===== src/rtl/lis_pkg.sv =====
package lis_pkg;
  typedef enum logic [1:0] {
    PH_LOAD  = 2'd0,
    PH_COMP  = 2'd1,
    PH_FINAL = 2'd2,
    PH_RSVD  = 2'd3
  } phase_e;

  typedef enum logic [1:0] {
    WD_NONE = 2'd0,
    WD_PE   = 2'd1,
    WD_EXT  = 2'd2,
    WD_RSVD = 2'd3
  } wdst_e;

  typedef enum logic [1:0] {
    S_IDLE = 2'd0,
    S_LOAD = 2'd1,
    S_CMP  = 2'd2,
    S_WB   = 2'd3
  } seq_st_e;

  // number of single-bit and 2-bit control bits at the bottom of the word
  localparam int CTRL_BITS = 8;

  function automatic logic writes(input wdst_e w);
    return (w == WD_PE) || (w == WD_EXT);
  endfunction
endpackage


===== src/rtl/lis_decode.sv =====
module lis_decode
  import lis_pkg::*;
#(
  parameter int NPE    = 2,
  parameter int TILE_W = 4,
  parameter int PIC_W  = 4,
  parameter int SHW    = 4,
  localparam int IW    = CTRL_BITS + NPE + TILE_W + PIC_W + 2 * SHW
) (
  input  logic [IW-1:0]     word,
  output phase_e            ph,
  output wdst_e             wd,
  output logic              from_bias,
  output logic              nl_skip,
  output logic              pool_skip,
  output logic              kind,
  output logic [NPE-1:0]    pe_en,
  output logic [TILE_W-1:0] tiles,
  output logic [PIC_W-1:0]  pics,
  output logic [SHW-1:0]    bias_sh,
  output logic [SHW-1:0]    res_sh
);
  localparam int P_PE = CTRL_BITS;
  localparam int P_NT = P_PE + NPE;
  localparam int P_NP = P_NT + TILE_W;
  localparam int P_BS = P_NP + PIC_W;
  localparam int P_RS = P_BS + SHW;

  assign ph        = phase_e'(word[1:0]);
  assign wd        = wdst_e'(word[3:2]);
  assign from_bias = word[4];
  assign nl_skip   = word[5];
  assign pool_skip = word[6];
  assign kind      = word[7];
  assign pe_en     = word[P_PE +: NPE];
  assign tiles     = word[P_NT +: TILE_W];
  assign pics      = word[P_NP +: PIC_W];
  assign bias_sh   = word[P_BS +: SHW];
  assign res_sh    = word[P_RS +: SHW];
endmodule


===== src/rtl/lis_tile_ctr.sv =====
module lis_tile_ctr #(
  parameter int TILE_W = 4
) (
  input  logic              clk,
  input  logic              rst_n,
  input  logic              clr,
  input  logic              adv,
  input  logic [TILE_W-1:0] limit,
  output logic [TILE_W-1:0] idx,
  output logic              last
);
  always_ff @(posedge clk) begin
    if (!rst_n)   idx <= '0;
    else if (clr) idx <= '0;
    else if (adv) idx <= idx + TILE_W'(1);
  end

  assign last = (idx == limit - TILE_W'(1));
endmodule


===== src/rtl/lis_ctrl.sv =====
module lis_ctrl
  import lis_pkg::*;
#(
  parameter int TILE_W = 4
) (
  input  logic              clk,
  input  logic              rst_n,
  input  logic              accept,
  input  phase_e            new_ph,
  input  wdst_e             new_wd,
  input  logic [TILE_W-1:0] new_tiles,
  input  logic              ld_done,
  input  logic              cmp_done,
  input  logic              wb_done,
  output logic              idle,
  output logic              ld_req,
  output logic              cmp_req,
  output logic              wb_req,
  output logic [TILE_W-1:0] tile
);
  seq_st_e           st;
  phase_e            cur_ph;
  logic              cur_wr;
  logic [TILE_W-1:0] cur_n;
  logic              last;
  logic              adv;
  logic              new_wr;
  logic              new_some;

  assign new_wr   = writes(new_wd);
  assign new_some = (new_tiles != '0);

  assign adv = (st == S_CMP && cmp_done && !cur_wr && !last) ||
               (st == S_WB  && wb_done  && !last);

  lis_tile_ctr #(.TILE_W(TILE_W)) u_ctr (
    .clk   (clk),
    .rst_n (rst_n),
    .clr   (accept),
    .adv   (adv),
    .limit (cur_n),
    .idx   (tile),
    .last  (last)
  );

  always_ff @(posedge clk) begin
    if (!rst_n) begin
      st     <= S_IDLE;
      cur_ph <= PH_LOAD;
      cur_wr <= 1'b0;
      cur_n  <= '0;
    end else begin
      unique case (st)
        S_IDLE: if (accept) begin
          cur_ph <= new_ph;
          cur_wr <= new_wr;
          cur_n  <= new_tiles;
          unique case (new_ph)
            PH_LOAD:  st <= S_LOAD;
            PH_COMP:  st <= new_some ? S_CMP : S_IDLE;
            PH_FINAL: st <= (new_some && new_wr) ? S_WB : S_IDLE;
            default:  st <= S_IDLE;
          endcase
        end
        S_LOAD: if (ld_done) st <= S_IDLE;
        S_CMP: if (cmp_done) begin
          if (cur_wr)    st <= S_WB;
          else if (last) st <= S_IDLE;
        end
        S_WB: if (wb_done) begin
          if (last)                    st <= S_IDLE;
          else if (cur_ph == PH_COMP)  st <= S_CMP;
        end
        default: st <= S_IDLE;
      endcase
    end
  end

  assign idle    = (st == S_IDLE);
  assign ld_req  = (st == S_LOAD);
  assign cmp_req = (st == S_CMP);
  assign wb_req  = (st == S_WB);
endmodule


===== src/rtl/lyr_instr_seq.sv =====
module lyr_instr_seq
  import lis_pkg::*;
#(
  parameter int NPE    = 2,
  parameter int TILE_W = 4,
  parameter int PIC_W  = 4,
  parameter int SHW    = 4,
  localparam int IW    = CTRL_BITS + NPE + TILE_W + PIC_W + 2 * SHW
) (
  input  logic              clk,
  input  logic              rst_n,
  input  logic              ins_valid,
  output logic              ins_ready,
  input  logic [IW-1:0]     ins_word,
  output logic              ld_req,
  input  logic              ld_done,
  output logic [TILE_W-1:0] ld_tiles,
  output logic [PIC_W-1:0]  ld_pics,
  output logic              cmp_req,
  input  logic              cmp_done,
  output logic [TILE_W-1:0] cmp_tile,
  output logic              cmp_kind,
  output logic [NPE-1:0]    cmp_pe_en,
  output logic              cmp_from_bias,
  output logic [SHW-1:0]    cmp_bias_sh,
  output logic              cmp_nl_skip,
  output logic              cmp_pool_skip,
  output logic              wb_req,
  input  logic              wb_done,
  output logic [TILE_W-1:0] wb_tile,
  output logic [1:0]        wb_dst,
  output logic [SHW-1:0]    wb_res_sh
);
  phase_e            d_ph;
  wdst_e             d_wd;
  logic              d_bias, d_nl, d_pool, d_kind;
  logic [NPE-1:0]    d_pe;
  logic [TILE_W-1:0] d_tiles;
  logic [PIC_W-1:0]  d_pics;
  logic [SHW-1:0]    d_bsh, d_rsh;
  logic              idle, accept;
  logic [TILE_W-1:0] tile;

  lis_decode #(.NPE(NPE), .TILE_W(TILE_W), .PIC_W(PIC_W), .SHW(SHW)) u_dec (
    .word      (ins_word),
    .ph        (d_ph),
    .wd        (d_wd),
    .from_bias (d_bias),
    .nl_skip   (d_nl),
    .pool_skip (d_pool),
    .kind      (d_kind),
    .pe_en     (d_pe),
    .tiles     (d_tiles),
    .pics      (d_pics),
    .bias_sh   (d_bsh),
    .res_sh    (d_rsh)
  );

  assign ins_ready = idle;
  assign accept    = ins_valid && idle;

  lis_ctrl #(.TILE_W(TILE_W)) u_ctrl (
    .clk       (clk),
    .rst_n     (rst_n),
    .accept    (accept),
    .new_ph    (d_ph),
    .new_wd    (d_wd),
    .new_tiles (d_tiles),
    .ld_done   (ld_done),
    .cmp_done  (cmp_done),
    .wb_done   (wb_done),
    .idle      (idle),
    .ld_req    (ld_req),
    .cmp_req   (cmp_req),
    .wb_req    (wb_req),
    .tile      (tile)
  );

  assign cmp_tile = tile;
  assign wb_tile  = tile;

  // configuration groups: each loads only for a step that uses it
  always_ff @(posedge clk) begin
    if (!rst_n) begin
      ld_tiles      <= '0;
      ld_pics       <= '0;
      cmp_kind      <= 1'b0;
      cmp_pe_en     <= '0;
      cmp_from_bias <= 1'b0;
      cmp_bias_sh   <= '0;
      cmp_nl_skip   <= 1'b0;
      cmp_pool_skip <= 1'b0;
      wb_dst        <= 2'd0;
      wb_res_sh     <= '0;
    end else if (accept) begin
      if (d_ph == PH_LOAD) begin
        ld_tiles <= d_tiles;
        ld_pics  <= d_pics;
      end
      if (d_ph == PH_COMP) begin
        cmp_kind      <= d_kind;
        cmp_pe_en     <= d_pe;
        cmp_from_bias <= d_bias;
        cmp_bias_sh   <= d_bsh;
        cmp_nl_skip   <= d_nl;
        cmp_pool_skip <= d_pool;
      end
      if ((d_ph == PH_COMP || d_ph == PH_FINAL) && writes(d_wd)) begin
        wb_dst    <= d_wd;
        wb_res_sh <= d_rsh;
      end
    end
  end
endmodule


===== config.mk =====
export PLATFORM = sky130hd
export DESIGN_NAME = lyr_instr_seq
export DESIGN_NICKNAME = d
export VERILOG_FILES = /design/src/rtl/lis_pkg.sv /design/src/rtl/lis_decode.sv /design/src/rtl/lis_tile_ctr.sv /design/src/rtl/lis_ctrl.sv /design/src/rtl/lyr_instr_seq.sv
export SDC_FILE = /design/constraint.sdc
export NUM_CORES = 1
export LEC_CHECK = 0
export ABC_AREA = 0
export BUFFER_PORTS_ARGS = -buffer_cell sky130_fd_sc_hd__buf_2
export CAP_MARGIN = 15
export CORE_MARGIN = 1
export CORE_UTILIZATION = 40
export DETAILED_ROUTE_END_ITERATION = 12
export GPL_TIMING_DRIVEN = 0
export PLACE_DENSITY = 0.77
export SLEW_MARGIN = 20
export SYNTH_ARGS = -nofsm -noshare
export SYNTH_HDL_FRONTEND = slang
export SYNTH_HIERARCHICAL = 1
export SYNTH_SLANG_ARGS = --single-unit

===== constraint.sdc =====
create_clock -name clk -period 1.75 [get_ports clk]
set_input_delay 0.0875 -clock clk [delete_from_list [all_inputs] [get_ports clk]]
set_output_delay 0.0875 -clock clk [all_outputs]
set_load 0.005 [all_outputs]

==> metrics, run 1 <==
grt total ovfl=0; drt initial violations=47; Net Sw Power=822 uW; Initial Util=42.8%; Setup TNS=-0.219 ns; worst hold margin=0.0350 ns; Register Area=746 sq um; main flop type after synthesis=dfxtp_1; P_int=1.68 mW; slew of the pin with the lowest slew margin=0.480 ns; worst path required time=1.91 ns; Vert. Die Dim=71.4 microns; register share of total power=41.9%; post-synthesis sequential area ratio=38.4%; synthesis-to-finish area growth=23.5%; via count=1584; Tot GR Track Use=15.7%; switching share of total power=32.9%; Clock Sinks=37; asr flop ratio synth=0%; clk_skew=0.0123 ns; RSZ-0062 raised after global routing=true; peak supply drop=469 uV; CTS Buffer Depth=2; status=finished, violations left; final wirelength=3780 microns; mapped cell area=1930 sq um; vias per cell=4.80; synthesized instance count=228; number of global-route vias before repair=1544; final setup margin=-0.0898 ns; max-cap viol count=0; Comb pwr share=35.8%; DR DRC count=4; 1st-pass router iterations=8; final setup vio count=4; fin crit share=105%; CTS buffer count=5; Die Area=5100 sq um; element type at the critical path end=flip-flop; Final min period=1.84 ns; fin. max-slew vios=0; # rows=24; Wirelength per Cell=11.4 microns; Synth cell types=39; Detail Route Antenna Nets=0; Ant. Diodes=0; EDFF count, synth=0; Synthesis Warnings=6; top-area cell type share of the netlist area=38.4%; Routability Congestion=0.813; Final nets=314; Worst Hold Class=input pin to flip-flop; core box area=4500 sq um; Yosys top cell by area=dfxtp_1; CTS Hold Bufs=0; pre-CTS setup slack=-0.197 ns; Port Buffers=41; static leakage=1.13 nW; top cells by count, synth=nand2_1 (45), dfxtp_1 (37), buf_4 (32); CTS tree=yes; clock latency on the worst-skew pair=0.28 ns; flops & latches, synth=37; Final Hold Vio Count=0; syn_area_per_cell=8.45 sq um; failing checks=DRC, setup timing; critical setup path kind=flip-flop to flip-flop; depth of the CTS H-tree=2; most instantiated library cell after synthesis=nand2_1; fmax=544 MHz; area of the multi-input gates=972 sq um; crit path launch type=flip-flop; Post-Syn Nets=264; Clk pin slew, worst setup/hold paths=0.07 ns; pin count of the biggest net entering global routing=12; root buf cell=clkbuf_8; worst-path maximum fanout=4; power density cells=1050 nW/um^2; Synth area leaders=dfxtp_1 (38%), buf_4 (12%), nand2_1 (8.8%); Clk pwr share=22.3%; dpl hpwl=2910 microns; initial antenna violation count=0; layout cells sized above 1=36.7%; WP data arrival=2.00 ns; worst relative slew slack=67.7%; die width=71.4 microns; IO Count=68; first-pass GRT wire length=6360 microns; final-layout fill cell count=438
## routing by layer
| metal | global-route usage [%] | up-vias | wire length (microns) |
|---|---|---|---|
| met4 | 6.00 | 0 | 44 |
| met5 | 0 | - | 0 |
| li1 | - | 826 | - |
| met3 | 4.22 | 5 | 205 |
| met1 | 17.9 | 709 | 1690 |
| met2 | 28.1 | 44 | 1840 |
## layout make-up
| type | count | area share, % |
|---|---|---|
| flip-flops and latches | 37 | 31.3 |
| clock buffers | 6 | 3.05 |
| inverters | 6 | 1.05 |
| plain buffers | 37 | 11.4 |
| multi-input cells | 148 | 40.9 |
| repair buffers | 43 | 9.25 |
| well taps | 52 | 2.73 |
| clock inverters | 1 | 0.368 |
## worst paths after layout
check | start | end | slack (ns) | cells past startpoint
worst max-delay path | u_ctrl/cur_n[0] | u_ctrl/st[1] | -0.09 | 8
worst min-delay path | ins_word[16] | ld_pics[2] | 0.04 | 3
worst max register to register | u_ctrl/cur_n[0] | u_ctrl/st[1] | -0.09 | 8
worst min register to register | cmp_pe_en[0] | cmp_pe_en[0] | 0.45 | 2
## power groups by stage
stage / combinational, mW / clock (mW) / sequential, mW
2_1_floorplan: 0.615 / 0 / 1.05
3_3_place_gp: 0.782 / 0 / 1.05
3_5_place_dp: 0.801 / 0 / 1.06
4_1_cts: 0.813 / 0.581 / 1.04
5_1_grt: 0.992 / 0.607 / 1.06
6_report: 0.895 / 0.558 / 1.05
## timing repair
action / in CTS / in global routing
buffers inserted: 2 / 0
pin swaps: 1 / 0
setup endpoints to repair: 6 / 26
resized for setup: 1 / 8
endpoints found under the hold margin: 0 / 0
## cells in the final DEF (no fill, tap or decap), types with 2 or more instances in the layout
cell type | synthesis | routed
nor3_1 | 2 | 2
dfxtp_1 | 37 | 35
nand2_1 | 45 | 45
o21ai_0 | 6 | 6
and2_1 | 3 | 3
clkbuf_1 | 1 | 2
a22oi_1 | 2 | 2
clkbuf_8 | 0 | 5
inv_1 | 6 | 5
nand3_1 | 2 | 2
xnor2_2 | 0 | 2
mux2i_1 | 13 | 13
nor2_2 | 1 | 3
a21oi_1 | 13 | 13
buf_4 | 32 | 34
a31oi_1 | 2 | 2
buf_2 | 3 | 44
a21boi_1 | 6 | 6
xnor2_1 | 9 | 6
nor2_1 | 17 | 15
xor2_1 | 2 | 2
ha_1 | 4 | 3
and2b_1 | 2 | 2
## flip-flops by register name, indices dropped and copies added (netlist names)
register          count
u_ctrl/cur_ph         2
ld_tiles              4
wb_res_sh             4
u_ctrl/cur_n          4
cmp_from_bias         1
cmp_bias_sh           4
ld_pics               4
cmp_kind              1
u_ctrl/u_ctr/idx      4
u_ctrl/st             2
cmp_pool_skip         1
cmp_nl_skip           1
cmp_pe_en             2
wb_dst                2
u_ctrl/cur_wr         1
## critical path, stage by stage, from the launching register on
cell and delay, ns:
dfxtp_4 0.38, inv_4 0.04, ha_4 0.25, xnor2_4 0.13, nor4_4 0.33, nand2b_4 0.20
o221a_1 0.20, or2_1 0.13, a31oi_1 0.07
## metrics by stage
stage               area, sq um  instances  utilization (%)  total power [mW]
floorplan                  1960        228                -              1.66
global placement           2230        321             49.5              1.83
detailed placement         2230        321             49.5              1.86
CTS                        2330        330             51.7              2.43
global route               2380        330             52.8              2.66
finish                     2380        330             52.8              2.50
## cell families (layout without fill, tap and decap cells)
kind of cell    after synthesis  count (layout)  synth area share, %
simple gates                 85              85                 20.5
buf+inv                      43              93                 15.2
flops                        37              37                 38.4
compound gates               35              35                 11.5
mux                          13              13                 6.75
xor+xnor                     11              11                 5.00
fa+ha+maj                     4               4                 2.60
Note: power is estimated with default switching activity, not from simulation.
==> run 2: changes to the inputs <==
--- a/config.mk
+++ b/config.mk
@@ -12,7 +12,7 @@
 export CORE_UTILIZATION = 40
 export DETAILED_ROUTE_END_ITERATION = 12
 export GPL_TIMING_DRIVEN = 0
-export PLACE_DENSITY = 0.77
+export PLACE_DENSITY = 0.7
 export SLEW_MARGIN = 20
 export SYNTH_ARGS = -nofsm -noshare
 export SYNTH_HDL_FRONTEND = slang
==> run 2 against run 1 <==
The run still ends with DRC, setup timing left. Cell count rose by 0.61%. Highest routed layer unchanged. Sequential share of layout area fell by 0.48 points. Largest cell class unchanged. Combinational power rose by 1%.
==> metrics, run 2 (same netlist as run 1, synthesis figures left out) <==
status=finished, violations left (unchanged); failing checks=DRC, setup timing (unchanged); register share of total power=38.5% (was 41.9%); dpl hpwl=2780 microns (was 2910 microns); Worst Hold Class=input pin to flip-flop (unchanged); element type at the critical path end=flip-flop (unchanged); fmax=552 MHz (was 544 MHz); Area after DPL=2230 sq um (unchanged); synthesis-to-finish area growth=25.6% (was 23.5%); CTS buffer count=5 (unchanged); CTS Hold Bufs=0 (unchanged); static leakage=1.15 nW (was 1.13 nW); die width=71.4 microns (unchanged); via count=1579 (was 1584); Final min period=1.81 ns (was 1.84 ns); crit path launch type=flip-flop (unchanged); first-pass GRT wire length=6620 microns (was 6360 microns); Comb pwr share=33.5% (was 35.8%); layout cells sized above 1=37.9% (was 36.7%); worst relative slew slack=69.2% (was 67.7%); max-cap viol count=0 (unchanged); worst-path maximum fanout=3 (was 4); final setup margin=-0.0623 ns (was -0.0898 ns); peak supply drop=485 uV (was 469 uV); WP data arrival=1.98 ns (was 2.00 ns); power density cells=1120 nW/um^2 (was 1050 nW/um^2); Routability Congestion=0.828 (was 0.813); Vert. Die Dim=71.4 microns (unchanged); depth of the CTS H-tree=2 (unchanged); Net Sw Power=837 uW (was 822 uW); clock latency on the worst-skew pair=0.29 ns (was 0.28 ns); Final nets=315 (was 314); P_int=1.87 mW (was 1.68 mW); grt total ovfl=0 (unchanged); Final Hold Vio Count=0 (unchanged); fin. max-slew vios=0 (unchanged); Tot GR Track Use=16.8% (was 15.7%); final setup vio count=3 (was 4); FF-to-FF path depth=8 (unchanged); final instance area=2420 sq um (was 2380 sq um); 1st-pass router iterations=8 (unchanged); worst path required time=1.92 ns (was 1.91 ns); IO Count=68 (unchanged); DR DRC count=3 (was 4); root buf cell=clkbuf_8 (unchanged); Setup TNS=-0.122 ns (was -0.219 ns); vias per cell=4.76 (was 4.80); Detail Route Antenna Nets=0 (unchanged); Wirelength per Cell=11.6 microns (was 11.4 microns); most common cell after layout, fill and taps aside=nand2_1 (unchanged); Clk pwr share=28.0% (was 22.3%); CTS tree=yes (unchanged); commonest cells after routing, fill and taps aside=nand2_1 (45), buf_2 (44), buf_4 (35), dfxtp_1 (34), nor2_1 (15) (was nand2_1 (45), buf_2 (44), dfxtp_1 (35), buf_4 (34), nor2_1 (15)); final wirelength=3840 microns (was 3780 microns); final-layout fill cell count=434 (was 438); Die Area=5100 sq um (unchanged); number of global-route vias before repair=1482 (was 1544); clk_skew=0.00799 ns (was 0.0123 ns); CTS Buffer Depth=2 (unchanged); critical setup path kind=flip-flop to flip-flop (unchanged); Initial Util=42.8% (unchanged); Port Buffers=41 (unchanged); RSZ-0062 raised after global routing=true (unchanged); # rows=24 (unchanged); pin count of the biggest net entering global routing=12 (unchanged); Clock Sinks=37 (unchanged); Ant. Diodes=0 (unchanged); switching share of total power=30.9% (was 32.9%); pre-CTS setup slack=-0.189 ns (was -0.197 ns); Clk pin slew, worst setup/hold paths=0.07 ns (about the same); drt initial violations=47 (unchanged); worst hold path depth=3 (unchanged); overall power=2.71 mW (was 2.50 mW); initial antenna violation count=0 (unchanged); core box area=4500 sq um (unchanged); slew of the pin with the lowest slew margin=0.462 ns (was 0.480 ns); Final Util=53.8% (was 52.8%); fin crit share=104% (was 105%)
[run 2: layout make-up]
type | instances | area, sq um | share of cell area (%)
multi-input cells | 148 | 972 | 40.2
clock buffers | 7 | 86.3 | 3.57
flip-flops and latches | 37 | 747 | 30.9
repair buffers | 44 | 228 | 9.41
clock inverters | 1 | 30.0 | 1.24
inverters | 6 | 22.5 | 0.930
well taps | 52 | 65.1 | 2.69
plain buffers | 37 | 270 | 11.2
[run 2: worst max-delay path, stage by stage (launching register included)]
cell and delay [ns]:
dfxtp_2 0.34, inv_2 0.04, ha_4 0.25, xnor2_4 0.13, nor4_4 0.33, nand2b_4 0.20, o221a_1 0.20, or2_1 0.12
a31oi_1 0.07
[run 2: stage by stage]
stage | cells | hold slack (ns)
6_report | 332 | 0.0297
5_1_grt | 332 | 0.0224
4_1_cts | 332 | 0.0254
3_5_place_dp | 321 | 0.328
3_3_place_gp | 321 | 0.318
2_1_floorplan | 228 | 0.216
[run 2: routing by layer]
layer  track usage, %  part of all wire [%]  up-vias
met5                0                     0        -
met4             7.56                   1.7        0
met3             5.63                   5.8        6
met2             27.7                    47       46
met1             19.9                    46      698
li1                 -                     -      829
[run 2: final timing paths]
check                  startpoint            to  slack [ns]
setup / recovery  u_ctrl/cur_n[1]  u_ctrl/st[1]       -0.06
hold / removal       ins_word[16]    ld_pics[2]        0.03
hold reg to reg          cmp_kind      cmp_kind        0.45
setup reg to reg  u_ctrl/cur_n[1]  u_ctrl/st[1]       -0.06
[run 2: timing repair]
| action | in CTS | in global routing |
|---|---|---|
| gates cloned | 0 | 0 |
| pin swaps | 4 | 2 |
| endpoints found under the hold margin | 0 | 0 |
| resized for setup | 9 | 1 |
| endpoints found under the setup margin | 7 | 7 |
| buffers inserted | 3 | 0 |
[run 2: power by group through the flow]
stage | registers [mW] | logic (mW) | clock network, mW
2_1_floorplan | 1.05 | 0.615 | 0
3_3_place_gp | 1.05 | 0.789 | 0
3_5_place_dp | 1.06 | 0.802 | 0
4_1_cts | 1.04 | 0.911 | 0.782
5_1_grt | 1.06 | 1.02 | 0.822
6_report | 1.04 | 0.907 | 0.758
